### src/rtl/mac_irq_vector_pkg.sv
package mac_irq_vector_pkg;
  localparam int W_TX_EN_SET  = 0;
  localparam int W_TX_EN_CLR  = 1;
  localparam int W_RX_EN_SET  = 2;
  localparam int W_RX_EN_CLR  = 3;
  localparam int W_MAC_EN_SET = 4;
  localparam int W_MAC_EN_CLR = 5;
  localparam int W_VECTOR     = 6;
  localparam int W_EOI        = 7;
  localparam int W_MAC_ACK    = 8;
  localparam int W_ACK_BASE   = 16;

  localparam int VB_TX   = 16;
  localparam int VB_RX   = 17;
  localparam int VB_HOST = 18;
  localparam int VB_STAT = 19;
  localparam int VF_RX   = 8;

  typedef logic [31:0] word_t;

  // Assemble the summarized vector word from class flags and channel fields.
  function automatic word_t pack_vector(input logic tx_any, input logic [7:0] tx_ch,
                                        input logic rx_any, input logic [7:0] rx_ch,
                                        input logic host, input logic stat);
    word_t v;
    v = '0;
    v[7:0]              = tx_any ? tx_ch : 8'd0;
    v[VF_RX +: 8]       = rx_any ? rx_ch : 8'd0;
    v[VB_TX]            = tx_any;
    v[VB_RX]            = rx_any;
    v[VB_HOST]          = host;
    v[VB_STAT]          = stat;
    return v;
  endfunction

  // Mask of all bit positions strictly below idx.
  function automatic logic [31:0] below_mask(input int unsigned idx);
    logic [31:0] m;
    for (int i = 0; i < 32; i++) m[i] = (i < idx);
    return m;
  endfunction
endpackage

### src/rtl/irq_enable_reg.sv
module irq_enable_reg #(
  parameter int W = 8
) (
  input  logic         clk,
  input  logic         rst_n,
  input  logic         set_wr,
  input  logic         clr_wr,
  input  logic [W-1:0] wmask,
  output logic [W-1:0] en
);
  logic [W-1:0] set_bits, clr_bits;
  assign set_bits = set_wr ? wmask : '0;
  assign clr_bits = clr_wr ? wmask : '0;

  always_ff @(posedge clk or negedge rst_n) begin
    if (!rst_n) en <= '0;
    else        en <= (en | set_bits) & ~clr_bits;
  end


  en_set_chk: assert property (@(posedge clk) disable iff (!rst_n)
    set_wr |=> ((en & $past(wmask)) == $past(wmask)));

  en_clr_chk: assert property (@(posedge clk) disable iff (!rst_n)
    clr_wr |=> ((en & $past(wmask)) == '0));

  en_idle_chk: assert property (@(posedge clk) disable iff (!rst_n)
    (!set_wr && !clr_wr) |=> $stable(en));
endmodule

### src/rtl/irq_pend_bank.sv
module irq_pend_bank #(
  parameter int W = 8
) (
  input  logic         clk,
  input  logic         rst_n,
  input  logic [W-1:0] evt,
  input  logic [W-1:0] ack,
  output logic [W-1:0] pend
);
  always_ff @(posedge clk or negedge rst_n) begin
    if (!rst_n) pend <= '0;
    else        pend <= (pend & ~ack) | evt;
  end


  pend_capture_chk: assert property (@(posedge clk) disable iff (!rst_n)
    (evt != '0) |=> ((pend & $past(evt)) == $past(evt)));

  pend_ack_chk: assert property (@(posedge clk) disable iff (!rst_n)
    ((ack & ~evt) != '0) |=> ((pend & $past(ack & ~evt)) == '0));

  pend_keep_chk: assert property (@(posedge clk) disable iff (!rst_n)
    1'b1 |=> ((pend & ~$past(ack)) == ($past(pend) & ~$past(ack)) | ($past(evt) & ~$past(ack))));
endmodule

### src/rtl/irq_prio_enc.sv
module irq_prio_enc #(
  parameter int N  = 8,
  parameter int IW = (N > 1) ? $clog2(N) : 1
) (
  input  logic          clk,
  input  logic          rst_n,
  input  logic [N-1:0]  req,
  output logic          valid,
  output logic [IW-1:0] idx
);
  import mac_irq_vector_pkg::*;

  always_comb begin
    idx = '0;
    for (int i = N - 1; i >= 0; i--) begin
      if (req[i]) idx = IW'(i);
    end
  end
  assign valid = |req;

  logic [31:0] req_wide;
  assign req_wide = 32'(req);


  lowest_chk: assert property (@(posedge clk) disable iff (!rst_n)
    valid |-> (req[idx] && ((req_wide & below_mask(32'(idx))) == '0)));

  none_chk: assert property (@(posedge clk) disable iff (!rst_n)
    !valid |-> (idx == '0));
endmodule

### src/rtl/mac_irq_vector.sv
module mac_irq_vector #(
  parameter int NCH = 8,
  parameter int AW  = 6
) (
  input  logic           clk,
  input  logic           rst_n,
  input  logic           bus_wr,
  input  logic [AW-1:0]  bus_addr,
  input  logic [31:0]    bus_wdata,
  output logic [31:0]    bus_rdata,
  input  logic [NCH-1:0] tx_done,
  input  logic [NCH-1:0] rx_done,
  input  logic           host_err,
  input  logic           stat_evt,
  output logic           irq
);
  import mac_irq_vector_pkg::*;

  localparam int CHW      = (NCH > 1) ? $clog2(NCH) : 1;
  localparam int TX_ACK0  = W_ACK_BASE;
  localparam int RX_ACK0  = W_ACK_BASE + NCH;
  localparam int NBANK    = 2;

  // Decoded write strobes
  logic wr_tx_set, wr_tx_clr, wr_rx_set, wr_rx_clr, wr_mac_set, wr_mac_clr;
  logic wr_eoi, wr_mac_ack;
  assign wr_tx_set  = bus_wr && (bus_addr == AW'(W_TX_EN_SET));
  assign wr_tx_clr  = bus_wr && (bus_addr == AW'(W_TX_EN_CLR));
  assign wr_rx_set  = bus_wr && (bus_addr == AW'(W_RX_EN_SET));
  assign wr_rx_clr  = bus_wr && (bus_addr == AW'(W_RX_EN_CLR));
  assign wr_mac_set = bus_wr && (bus_addr == AW'(W_MAC_EN_SET));
  assign wr_mac_clr = bus_wr && (bus_addr == AW'(W_MAC_EN_CLR));
  assign wr_eoi     = bus_wr && (bus_addr == AW'(W_EOI));
  assign wr_mac_ack = bus_wr && (bus_addr == AW'(W_MAC_ACK));

  logic [NCH-1:0] tx_ack, rx_ack;
  generate
    for (genvar c = 0; c < NCH; c++) begin : g_ack
      assign tx_ack[c] = bus_wr && (bus_addr == AW'(TX_ACK0 + c));
      assign rx_ack[c] = bus_wr && (bus_addr == AW'(RX_ACK0 + c));
    end
  endgenerate

  // Per-channel banks: index 0 transmit, index 1 receive
  logic [NCH-1:0] bank_en   [NBANK];
  logic [NCH-1:0] bank_pend [NBANK];
  logic [NCH-1:0] bank_act  [NBANK];
  logic           bank_any  [NBANK];
  logic [CHW-1:0] bank_ch   [NBANK];
  logic           bank_set  [NBANK];
  logic           bank_clr  [NBANK];
  logic [NCH-1:0] bank_evt  [NBANK];
  logic [NCH-1:0] bank_ack  [NBANK];

  assign bank_set[0] = wr_tx_set;
  assign bank_clr[0] = wr_tx_clr;
  assign bank_evt[0] = tx_done;
  assign bank_ack[0] = tx_ack;
  assign bank_set[1] = wr_rx_set;
  assign bank_clr[1] = wr_rx_clr;
  assign bank_evt[1] = rx_done;
  assign bank_ack[1] = rx_ack;

  generate
    for (genvar b = 0; b < NBANK; b++) begin : g_bank
      irq_enable_reg #(.W(NCH)) u_en (
        .clk    (clk),
        .rst_n  (rst_n),
        .set_wr (bank_set[b]),
        .clr_wr (bank_clr[b]),
        .wmask  (bus_wdata[NCH-1:0]),
        .en     (bank_en[b])
      );
      irq_pend_bank #(.W(NCH)) u_pend (
        .clk   (clk),
        .rst_n (rst_n),
        .evt   (bank_evt[b]),
        .ack   (bank_ack[b]),
        .pend  (bank_pend[b])
      );
      assign bank_act[b] = bank_pend[b] & bank_en[b];
      irq_prio_enc #(.N(NCH), .IW(CHW)) u_prio (
        .clk   (clk),
        .rst_n (rst_n),
        .req   (bank_act[b]),
        .valid (bank_any[b]),
        .idx   (bank_ch[b])
      );
    end
  endgenerate

  // MAC-level sources: bit 0 host error, bit 1 status
  logic [1:0] mac_en, mac_pend, mac_act;
  irq_enable_reg #(.W(2)) u_mac_en (
    .clk    (clk),
    .rst_n  (rst_n),
    .set_wr (wr_mac_set),
    .clr_wr (wr_mac_clr),
    .wmask  (bus_wdata[1:0]),
    .en     (mac_en)
  );
  irq_pend_bank #(.W(2)) u_mac_pend (
    .clk   (clk),
    .rst_n (rst_n),
    .evt   ({stat_evt, host_err}),
    .ack   (wr_mac_ack ? bus_wdata[1:0] : 2'b00),
    .pend  (mac_pend)
  );
  assign mac_act = mac_pend & mac_en;

  // Summary vector and activity
  logic [31:0] vec;
  logic        any_active;
  assign vec = pack_vector(bank_any[0], 8'(bank_ch[0]), bank_any[1], 8'(bank_ch[1]),
                           mac_act[0], mac_act[1]);
  assign any_active = bank_any[0] | bank_any[1] | (|mac_act);

  // Latched interrupt line, released only by end-of-interrupt
  logic irq_q;
  always_ff @(posedge clk or negedge rst_n) begin
    if (!rst_n)      irq_q <= 1'b0;
    else if (wr_eoi) irq_q <= 1'b0;
    else if (irq_q)  irq_q <= 1'b1;
    else             irq_q <= any_active;
  end
  assign irq = irq_q;

  // Register read mux
  always_comb begin
    bus_rdata = '0;
    case (int'(bus_addr))
      W_TX_EN_SET, W_TX_EN_CLR:   bus_rdata = 32'(bank_en[0]);
      W_RX_EN_SET, W_RX_EN_CLR:   bus_rdata = 32'(bank_en[1]);
      W_MAC_EN_SET, W_MAC_EN_CLR: bus_rdata = 32'(mac_en);
      W_VECTOR:                   bus_rdata = vec;
      default:                    bus_rdata = '0;
    endcase
  end


  irq_hold_chk: assert property (@(posedge clk) disable iff (!rst_n)
    (irq && !wr_eoi) |=> irq);

  eoi_drop_chk: assert property (@(posedge clk) disable iff (!rst_n)
    wr_eoi |=> !irq);

  rearm_chk: assert property (@(posedge clk) disable iff (!rst_n)
    (!irq && any_active && !wr_eoi) |=> irq);

  host_flag_chk: assert property (@(posedge clk) disable iff (!rst_n)
    (mac_pend[0] && mac_en[0]) |-> vec[VB_HOST]);

  rise_needs_src_chk: assert property (@(posedge clk) disable iff (!rst_n)
    $rose(irq) |-> $past(any_active));
endmodule

### config.mk
export PLATFORM = sky130hd
export DESIGN_NAME = mac_irq_vector
export DESIGN_NICKNAME = d
export VERILOG_FILES = /design/src/rtl/mac_irq_vector_pkg.sv /design/src/rtl/irq_enable_reg.sv /design/src/rtl/irq_pend_bank.sv /design/src/rtl/irq_prio_enc.sv /design/src/rtl/mac_irq_vector.sv
export SDC_FILE = /design/constraint.sdc
export NUM_CORES = 1
export LEC_CHECK = 0
export BUFFER_PORTS_ARGS = -buffer_cell sky130_fd_sc_hd__buf_2
export CAP_MARGIN = 20
export CORE_MARGIN = 2
export CORE_UTILIZATION = 44
export CTS_CLUSTER_SIZE = 8
export DETAILED_ROUTE_END_ITERATION = 12
export PLACE_DENSITY_LB_ADDON = 0.05
export SLEW_MARGIN = 20
export SYNTH_ARGS = -nofsm -noshare
export SYNTH_HDL_FRONTEND = slang
export SYNTH_HIERARCHICAL = 1
export SYNTH_SLANG_ARGS = --single-unit
### constraint.sdc
create_clock -name clk -period 1.7 [get_ports clk]
set_input_delay 0.085 -clock clk [delete_from_list [all_inputs] [get_ports clk]]
set_output_delay 0.085 -clock clk [all_outputs]
set_load 0.005 [all_outputs]
---- After elaboration in Yosys (flattened, before gate mapping) ----
Cells that the tools add are included.
word-level totals
  logic and storage cells ................. 113
  output and inout bits ................... 33
  flip-flop bits (word level) ............. 37
  bits of input ports ..................... 59
cells by class
  equality and inequality tests ........... 24
  reductions and logical operators ........ 31
  bitwise logic cells ..................... 23
  mux-type cells .......................... 28
operators with widths
  kind                                                                    count
  6-bit by 5-bit equality test with 1-bit output (second input constant)  16
  20-bit one-hot mux with 4 select lines                                  1
  3-bit 2-to-1 mux                                                        18
  8-bit bitwise AND                                                       6
  8-bit 2-to-1 mux                                                        4
  8-bit NOT                                                               4
  8-bit OR                                                                4
  6-bit by 3-bit equality test with 1-bit output (second input constant)  4
  1-bit logical AND                                                       24
  8-bit OR reduction                                                      2
  6-bit by 2-bit equality test with 1-bit output (second input constant)  2
  2-bit OR reduction                                                      4
  2-bit bitwise AND                                                       3
  6-bit by 1-bit equality test with 1-bit output (second input constant)  1
  6-bit by 4-bit equality test with 1-bit output (second input constant)  1
  6-bit logical NOT                                                       1
  2-bit 2-to-1 mux                                                        3
  2-bit NOT                                                               2
  2-bit OR                                                                2
  1-bit 2-to-1 mux                                                        2
  1-bit OR                                                                2

---- Logic depth before layout (Yosys ltp) ----
Gate-level depths: netlist (run 1).
  depth in word-level cells ............... 11
  depth in mapped cells ................... 7
  mapped depth without buffers ............ 6

---- By module ----
The synthesis (run 1) kept the hierarchy.
modules (own cells, without submodules)
  module                                sequential area each (µm²)  instances  area an instance (µm²)  cells each
  mac_irq_vector                        25.0                        1          734.5                   116
  irq_enable_reg (g_bank[0].u_en ...)   200.2                       2          356.6                   26
  irq_pend_bank (g_bank[0].u_pend ...)  200.2                       2          290.3                   24
  irq_prio_enc                          0.0                         2          81.3                    13
  irq_pend_bank (u_mac_pend)            50.0                        1          72.6                    6
  irq_enable_reg (u_mac_en)             50.0                        1          70.1                    6

---- Least setup slack after synthesis (run 1) ----
No wires, ideal clock.
  path kind ............................... flip-flop to output port
  start ................................... register g_bank[0].u_en.en[4]
  end ..................................... output bus_rdata[0]
  path slack .............................. 71 ps
  stages on the path, launching flop included .. 7
  required time ........................... 1,615 ps
  data arrival time ....................... 1,544 ps
  buffers on the path ..................... 0
  cell sequence ........................... dfrtp_1 -> and2_1 -> nor4_2 -> nand3_1 -> or3b_2 -> nor3_4 -> a221o_1
RTL lines
  what                      RTL line              text
  start: declaration        irq_enable_reg.sv:9   output logic [W-1:0] en
  start signal: assignment  irq_enable_reg.sv:17  else en <= (en | set_bits) & ~clr_bits;
  end: declaration          mac_irq_vector.sv:10  output logic [31:0] bus_rdata,

==> metrics, run 1 <==
global route total overflow=0; Async SR Flop Fraction=1.00; violated checks=setup timing; Hold Crit Class=in -> reg; pins over their slew limit=0; Placed Instance Area=2720 um^2; Register Area=926 um^2; Max clock buf depth=2; Setup WS pre-CTS=-0.120 ns; vias in the first global route=2111; Core Rows=26; layout cells sized above 1=0.394; crit path kind=reg -> out; Final Wtd Congestion=0.786; maximum VDD drop=530 uV; power density over the cells=778 nW/um^2; register bit count reported by yosys=37; multi-input logic area=1270 um^2; final instance area=3180 um^2; Lkg Pwr=1.40 nW; RSZ-0062 raised after global routing=yes; Total Power=2.47 mW; pin count of the biggest net entering global routing=38; I/O Pins=92; Die H=76.8 um; non-filler instance count after layout=423; CORE AREA=5110 um^2; clock share of power=0.323; DRT antenna net count=0; count leader, synth=dfrtp_1; status=finished, violations left; Setup-failing EPs final=8; DRT iter0 DRCs=129; CTS tree=done; sequential area share after synthesis=0.397; Final Cycle Share=1.22; crit-path cells=and2_4, nor4_4, nand3_1, or3b_4, nor3_4, a221o_1, buf_2; FILL cells=484; final worst slack=-0.368 ns; area grow syn2layout=36.3%; net switching fraction of the power=0.283; CP Capture Type=output port; detailed-route via count=2080; number of distinct library cells after synthesis=35; DPL Wire Length=4.24 mm; Worst-Skew Late Latency=0.29 ns; Post-Route Skew=0.00215 ns; leading area contributor after synthesis=dfrtp_1; Die Area=5900 um^2; CTS H-tree lvls=2; YS warnings=6; DP Cell Count=387; Final #Nets=411; Ant. Diodes=0; DRT Wirelength=5.99 mm; setup TNS=-1.32 ns; Post-synth top cells=dfrtp_1, nor2_1, a21oi_2; Peak Freq=484 MHz; CTS sink cnt=37; Area contributors post-synth=dfrtp_1, a21oi_2, a21o_1, buf_4, nor2_1; Final Critical Period=2.07 ns; number of port buffers=50; post-synth top area share=0.397; mapped cell area=2330 um^2; Syn Inst Count=254; Psw=0.700 mW; CP Launch Type=register; Starting Density=0.457; combinational share of power=0.279; Hold Violations, Final=0; initial antenna violation count=0; max incr delay on CP=0.38 ns; drt drc=0; TritonRoute pass-1 iters=4; CP max-delay cell=dfrtp_1; Post-synth EDFFs=0; Die X=76.8 um; worst path required time=1.62 ns; internal cell power=1.77 mW; first-pass GRT wire length=10.2 mm; Arr. time, crit path=1.98 ns; wire per inst=14.2 um; total clock buffers created by CTS=5; Avg Inst Size Synth=9.19 um^2; Reg clk slew, reported paths=0.07 ns; Clk Tree Root Cell=clkbuf_8; Total Routing Usage GR=0.220; Flop pwr share=0.398; max-cap violations=0; Crit Path Max Fanout=3; Primary FF master, synth=dfrtp_1; vias per cell=4.92
final timing paths:
path                                          start                       end  slack [ns]  cells after the start
max                            g_bank[0].u_en/en[5]              bus_rdata[1]       -0.37                      7
min                                    bus_wdata[7]      g_bank[1].u_en/en[7]        0.04                      2
max reg2reg                g_bank[1].u_pend/pend[5]                       irq        0.10                      6
min reg2reg                g_bank[0].u_pend/pend[1]  g_bank[0].u_pend/pend[1]        0.47                      1
max in group asynchronous                     rst_n  g_bank[1].u_pend/pend[3]        0.98                      3
min in group asynchronous                     rst_n  g_bank[0].u_pend/pend[1]        0.37                      3
layout make-up:
class | count | share of cell area
multi-input cells | 185 | 0.399
flip-flops and latches | 37 | 0.291
repair buffers | 101 | 0.220
well taps | 70 | 0.0275
clock buffers | 7 | 0.0271
inverters | 22 | 0.0260
clock inverters | 1 | 0.00944
cell families (layout without fill, tap and decap cells):
group	after synthesis	count (layout)	share of synthesized area
compound gates	70	70	0.237
buf+inv	48	131	0.115
flops	37	37	0.397
mux	8	8	0.0343
other cells	1	17	0.00161
simple gates	90	90	0.216
sequential cells by signal (all words and copies together) (netlist names):
name and flops:
g_bank.u_pend/pend 16, g_bank.u_en/en 16, irq 1, u_mac_pend/pend 2, u_mac_en/en 2
worst max-delay path: cells and delay by family, from the launching register on:
kind | cells | cell delay, ns
simple gates | 5 | 0.86
flops | 1 | 0.38
compound gates | 1 | 0.32
buf+inv | 1 | 0.13
power groups by stage:
stage	Combinational (mW)	Clock, mW	Sequential (mW)
floorplan	0.340	0	0.997
global placement	0.534	0	1.01
detailed placement	0.542	0	1.00
CTS	0.738	0.828	0.986
global route	0.761	0.851	0.991
finish	0.692	0.799	0.984
cell usage in the layout (no fill, tap or decap), types with 2 or more instances in the layout:
cell type | Yosys | layout
dlygate4sd3_1 | 0 | 19
nor2_1 | 34 | 34
a221o_1 | 2 | 2
a21oi_2 | 32 | 32
nor2b_1 | 3 | 3
clkbuf_8 | 0 | 6
conb_1 | 1 | 17
inv_1 | 22 | 22
nand3_1 | 4 | 3
a21boi_0 | 2 | 2
o21bai_1 | 2 | 2
buf_4 | 17 | 32
and2_4 | 0 | 8
nand2_1 | 3 | 3
and3b_1 | 3 | 3
nor4_4 | 0 | 2
buf_6 | 2 | 3
a21o_1 | 18 | 18
nor3_1 | 6 | 6
and3_1 | 5 | 4
mux2i_1 | 8 | 8
buf_2 | 7 | 47
nand2b_1 | 5 | 5
dfrtp_1 | 37 | 37
o41ai_1 | 2 | 2
o21ai_0 | 2 | 2
and2_1 | 17 | 9
a21oi_1 | 7 | 7
routing by layer:
metal,routed length (um),vias to the layer above,track usage,part of all wire
li1,-,1027,-,-
met3,403,10,0.0447,0.067
met5,0,-,0,0
met2,2770,71,0.355,0.46
met1,2710,972,0.290,0.45
met4,102,0,0.0836,0.017
through the flow:
stage	utilization	hold WS, ns
after floorplan	-	-0.211
after global placement	0.532	0.174
after detailed placement	0.532	0.171
after CTS	0.623	0.0306
after global routing	0.623	0.0419
final	0.623	0.0383
timing repair:
| action | CTS | global route |
|---|---|---|
| endpoints found under the setup margin | 8 | 9 |
| endpoints found under the hold margin | 55 | 0 |
| gates resized for setup | 18 | 6 |
| hold buffers | 19 | 0 |
| buffers inserted | 11 | 4 |
| pin swaps | 9 | 5 |
Power figures use the tool's default switching activity.
==> inputs of run 2 (changes only) <==
TNS_END_PERCENT = 30   (was not set)
==> run 2 against run 1 <==
  * The run still ends with setup timing left
  * Cell area fell by 0.75%
  * Combinational power rose by 6.2%
  * Power increased by 2.0%
  * Count of clock-buffer cells in the layout stayed put
  * Critical path type unchanged
  * Critical path depth stayed put
  * Largest power group unchanged
==> metrics, run 2 (synthesis gave the netlist of run 1 again) <==
non-filler instance count after layout=422 (-0.24%); Worst R2R Path Depth=11 (+5); Total Power=2.53 mW (+2.0%); crit path kind=reg -> out; setup TNS=-1.49 ns (-0.170 ns); Arr. time, crit path=1.98 ns (about the same); area grow syn2layout=35.3%; detailed-route via count=2067 (-0.63%); max-cap violations=0 (unchanged); layout cells sized above 1=0.389 (-0.00456); Register Area=926 um^2 (unchanged); vias per cell=4.90 (-0.39%); Post-Route Skew=0.00452 ns (+0.00238 ns); CTS tree=done; Lkg Pwr=1.40 nW (about the same); global route total overflow=0 (unchanged); Clk Tree Root Cell=clkbuf_8; Hold Violations, Final=0 (unchanged); Setup-failing EPs final=9 (+1); CTS H-tree lvls=2 (unchanged); Hold Slack=0.0370 ns (-0.00129 ns); initial antenna violation count=0 (unchanged); most frequent cells in the layout=buf_2, dfrtp_1, nor2_1, a21oi_2, buf_4; TritonRoute pass-1 iters=4 (unchanged); I/O Pins=92 (unchanged); worst r2r src=g_bank[0].u_en/en[5]; pin count of the biggest net entering global routing=38 (unchanged); Hold Crit Class=in -> reg; top sig layer=met4; DRT antenna net count=0 (unchanged); CORE AREA=5110 um^2 (unchanged); RSZ-0062 raised after global routing=yes; Peak Freq=484 MHz (about the same); most common cell after layout, fill and taps aside=buf_2; pins over their slew limit=0 (unchanged); Setup WS pre-CTS=-0.120 ns (unchanged); CTS sink cnt=37 (unchanged); maximum VDD drop=520 uV (-1.9%); routed wire length on met3=365 um (-9.4%); startpoint of the worst hold path=bus_wdata[3]; drt drc=0 (unchanged); Ant. Diodes=0 (unchanged); first-pass GRT wire length=10.1 mm (-1.2%); vias in the first global route=2085 (-1.2%); Hold Path Depth=2 (unchanged); Die X=76.8 um (unchanged); worst path required time=1.62 ns (about the same); Worst-Skew Late Latency=0.29 ns (about the same); Final #Nets=410 (-0.24%); total clock buffers created by CTS=5 (unchanged); worst-case hold path end point=g_bank[1].u_en/en[3]; Final Critical Period=2.07 ns (-0.000269 ns); Final Cycle Share=1.22 (about the same); multi-input logic area=1250 um^2 (-1.3%); DPL Wire Length=4.24 mm (unchanged); DP Cell Count=387 (unchanged); final worst slack=-0.367 ns (+0.000269 ns); Die Area=5900 um^2 (unchanged); CP startpoint=g_bank[0].u_en/en[5]; Starting Density=0.457 (unchanged); DRT iter0 DRCs=108 (-16%); FF-to-FF End=irq; Total Routing Usage GR=0.217 (-0.00276); setup slack, reg-to-reg=-0.23 ns (-0.33 ns); Core Rows=26 (unchanged); power density over the cells=800 nW/um^2 (+2.8%); Max clock buf depth=2 (unchanged); CP Capture Type=output port; FILL cells=499 (+3.1%); status=finished, violations left; Crit Path Max Fanout=4 (+1); met1 WL=2.78 mm (+2.5%); WL met2=2.74 mm (-1.3%); CP Launch Type=register; wire per inst=14.1 um (-0.47%); number of port buffers=50 (unchanged); top flop regs=g_bank.u_en/en: 16 flops, g_bank.u_pend/pend: 16 flops; Die H=76.8 um (unchanged); Final Wtd Congestion=0.786 (unchanged); DRT Wirelength=5.95 mm (-0.70%); violated checks=setup timing; Reg clk slew, reported paths=0.07 ns (about the same)
[run 2: worst max path at each step]
stage                        end  cells after the start
finish              bus_rdata[1]                      7
global route        bus_rdata[1]                      7
CTS                 bus_rdata[1]                      7
detailed placement  bus_rdata[1]                      7
global placement    bus_rdata[1]                      7
floorplan           bus_rdata[0]                      6
[run 2: critical path: stages (launching register included)]
cell and delay (ns):
dfrtp_1 0.38, and2_4 0.17, nor4_4 0.27, nand3_1 0.12
or3b_4 0.26, nor3_4 0.05, a221o_1 0.32, buf_2 0.13
[run 2: where the power goes]
part | internal (mW) | switching, mW
Clock | 0.479 | 0.324
Combinational | 0.400 | 0.335
Sequential | 0.940 | 0.0483
[run 2: what timing repair did]
item | in CTS | in global routing
setup endpoints to repair | 8 | 9
cloned | 0 | 0
pin swaps | 9 | 3
buffers inserted | 7 | 1
hold buffers | 19 | 0
hold endpoints to repair | 55 | 0
gates resized for setup | 17 | 2
[run 2: layer usage]
layer / GRT usage / up-vias
met5: 0 / -
met4: 0.0745 / 0
met1: 0.289 / 952
li1: - / 1023
met2: 0.352 / 85
met3: 0.0447 / 7
[run 2: cell type report]
cell class                 count  share of cell area
clock buffer                   7              0.0273
clock inverter                 1             0.00951
inverter                      22              0.0262
multi-input combinational    185               0.397
sequential                    37               0.293
tap                           70              0.0277
timing repair buffer         100               0.219
[run 2: metrics by stage]
step | instance area, um^2 | util
floorplan | 2390 | -
global placement | 2720 | 0.532
CTS | 3140 | 0.616
finish | 3160 | 0.618
detailed placement | 2720 | 0.532
global route | 3160 | 0.618
==> inputs of run 3 (changes only) <==
CORE_UTILIZATION = 49   (was 44)
clock period = 2.25 ns   (was 1.7 ns; I/O delays follow)
==> run 3 against run 2 <==
  * The run now ends clean
  * Critical path depth stayed put
  * Core utilization fell by 0.17 points
  * Register-to-register slack improved by 0.91 ns
  * First-iteration DRC count increased by 22%
  * Combinational power decreased by 45%
  * Critical path type unchanged
  * Cell count decreased by 10%
  * Clock skew is 0.0021 ns lower
  * Highest routed layer unchanged
==> metrics, run 3 (synthesis gave the netlist of run 1 again) <==
Worst R2R Path Depth=5 (-6); Starting Density=0.501 (+0.0438); DRT iter0 DRCs=132 (+22%); most frequent cells in the layout=buf_2, dfrtp_1, nor2_1, a21oi_2, inv_1; Final #Nets=384 (-6.3%); wire per inst=14.4 um (+2.0%); Hold Violations, Final=0 (unchanged); FF-to-FF End=irq; Die X=73.0 um (-5.0%); power density over the cells=582 nW/um^2 (-27%); area grow syn2layout=23.1%; Total Routing Usage GR=0.222 (+0.00507); RSZ-0062 raised after global routing=yes; initial antenna violation count=0 (unchanged); worst r2r src=g_bank[1].u_en/en[4]; CP bufs+invs=1 (unchanged); Setup-failing EPs final=0 (-9); pin count of the biggest net entering global routing=38 (unchanged); Final Cycle Share=0.965; Psw=0.495 mW (-30%); top flop regs=g_bank.u_en/en: 16 flops, g_bank.u_pend/pend: 16 flops; TritonRoute pass-1 iters=4 (unchanged); Crit path max-delay family=simple AND/OR/NAND/NOR gates; clock share of power=0.309 (-0.009); Most Used Layer, Global Route=met2; met3 global-route usage=0.0580 (+0.0133); detailed-route via count=1957 (-5.3%); first-pass GRT wire length=8.80 mm (-12%); vias per cell=5.15 (+5.1%); FILL cells=458 (-8.2%); CP Launch Type=register; number of port buffers=50 (unchanged); Tightest Pin Transition=0.843 ns; crit path kind=reg -> out; Clk Tree Root Cell=clkbuf_8; Worst-Skew Late Latency=0.29 ns (about the same); Core Rows=25 (-3.8%); internal cell power=1.18 mW (-35%); max incr delay on CP=0.41 ns (+0.03 ns); met2 Track Usage GR=0.334 (-0.0174); Max clock buf depth=2 (unchanged); setup slack, reg-to-reg=0.68 ns (+0.91 ns); CORE AREA=4660 um^2 (-8.7%); layout cells sized above 1=0.328 (-0.0610); I/O Pins=92 (unchanged); vias in the first global route=1814 (-13%); Register Area=926 um^2 (unchanged); Reg clk slew, reported paths=0.07 ns (about the same); Die H=73.0 um (-5.0%); Ant. Diodes=0 (unchanged); DRT Wirelength=5.46 mm (-8.2%); CTS H-tree lvls=2 (unchanged); combinational share of power=0.240 (-0.051); most common cell after layout, fill and taps aside=buf_2; status=complete, no violations; DRT antenna net count=0 (unchanged); worst-case hold path end point=g_bank[0].u_pend/pend[1]; multi-input logic area=1220 um^2 (-2.4%); CTS tree=done; startpoint of the worst hold path=tx_done[1]; CP Capture Type=output port; Arr. time, crit path=2.06 ns (+0.08 ns); Peak Freq=461 MHz; Hold Crit Class=in -> reg; grt met1 use=0.304 (+0.0154); drt drc=0 (unchanged); pins over their slew limit=0 (unchanged); setup TNS=0 ns (+1.49 ns); Crit path depth=7 (unchanged); Final Critical Period=2.17 ns; global route total overflow=0 (unchanged); maximum VDD drop=435 uV (-16%); final core occ=0.616 (-0.00170); DPL Wire Length=4.11 mm (-3.1%); CP max-delay cell=dfrtp_1; Post-Route Skew=0.00245 ns (-0.00208 ns); Flop pwr share=0.451 (+0.060); Crit Path Max Fanout=4 (unchanged); Die Area=5330 um^2 (-9.7%); Hold Slack=0.00478 ns (-0.0322 ns); Lkg Pwr=1.24 nW (-11%); Final Wtd Congestion=0.814 (+3.6%); CTS sink cnt=37 (unchanged); Max transition margin=0.438; Hold Path Depth=2 (unchanged); total clock buffers created by CTS=5 (unchanged); crit-path cells=and2_4, nor4_4, nand3_2, or3b_4, nor3_4, a221o_1, buf_2; max-cap violations=0 (unchanged); worst path required time=2.14 ns (+0.52 ns); net switching fraction of the power=0.296 (+0.0158)
## run 3: cell count changes in the layout (fill, tap and decap cells not counted), sizes merged
cell and change:
bufinv -1, dlygate4sd3 -2, buf -24, clkinv +1
## run 3: worst max-delay path by stage
stage	from	end	slack (ns)
3_3_place_gp	g_bank[0].u_en/en[4]	bus_rdata[0]	0.31
2_1_floorplan	g_bank[0].u_en/en[4]	bus_rdata[0]	0.59
3_5_place_dp	g_bank[0].u_en/en[4]	bus_rdata[1]	0.29
4_1_cts	g_bank[0].u_en/en[4]	bus_rdata[1]	0.01
5_1_grt	g_bank[0].u_en/en[5]	bus_rdata[0]	-0.02
6_report	g_bank[0].u_en/en[5]	bus_rdata[0]	0.08
## run 3: layer usage
metal / wire length [um] / share of wire / vias to the layer above
li1: - / - / 969
met1: 2570 / 0.47 / 908
met2: 2450 / 0.45 / 66
met3: 280 / 0.051 / 14
met4: 159 / 0.029 / 0
met5: 0 / 0 / -
## run 3: power groups by stage
stage | sequential, mW | clock (mW) | combinational, mW
finish | 0.754 | 0.517 | 0.402
global route | 0.760 | 0.561 | 0.450
CTS | 0.755 | 0.538 | 0.374
detailed placement | 0.768 | 0 | 0.342
global placement | 0.768 | 0 | 0.335
floorplan | 0.753 | 0 | 0.257
## run 3: area by class of cell
class | count | area share
Clock buffer | 7 | 0.0335
Clock inverter | 1 | 0.00174
Tap cell | 54 | 0.0235
Timing Repair Buffer | 74 | 0.165
Sequential cell | 37 | 0.322
Inverter | 22 | 0.0287
Multi-Input combinational cell | 185 | 0.426
## run 3: stage by stage
step                worst slack (ns)  power, mW  std cells  area, um^2
floorplan                      0.594       1.01        270        2390
global placement               0.315       1.10        352        2560
detailed placement             0.294       1.11        352        2560
CTS                           0.0105       1.67        378        2840
global route                 -0.0165       1.77        380        2870
finish                        0.0792       1.67        380        2870
## run 3: repair_timing
action | CTS | global route
endpoints found under the setup margin | 2 | 3
gates resized for setup | 0 | 6
pin swaps | 1 | 3
endpoints found under the hold margin | 53 | 0
setup buffers | 1 | 2
hold buffers | 17 | 0
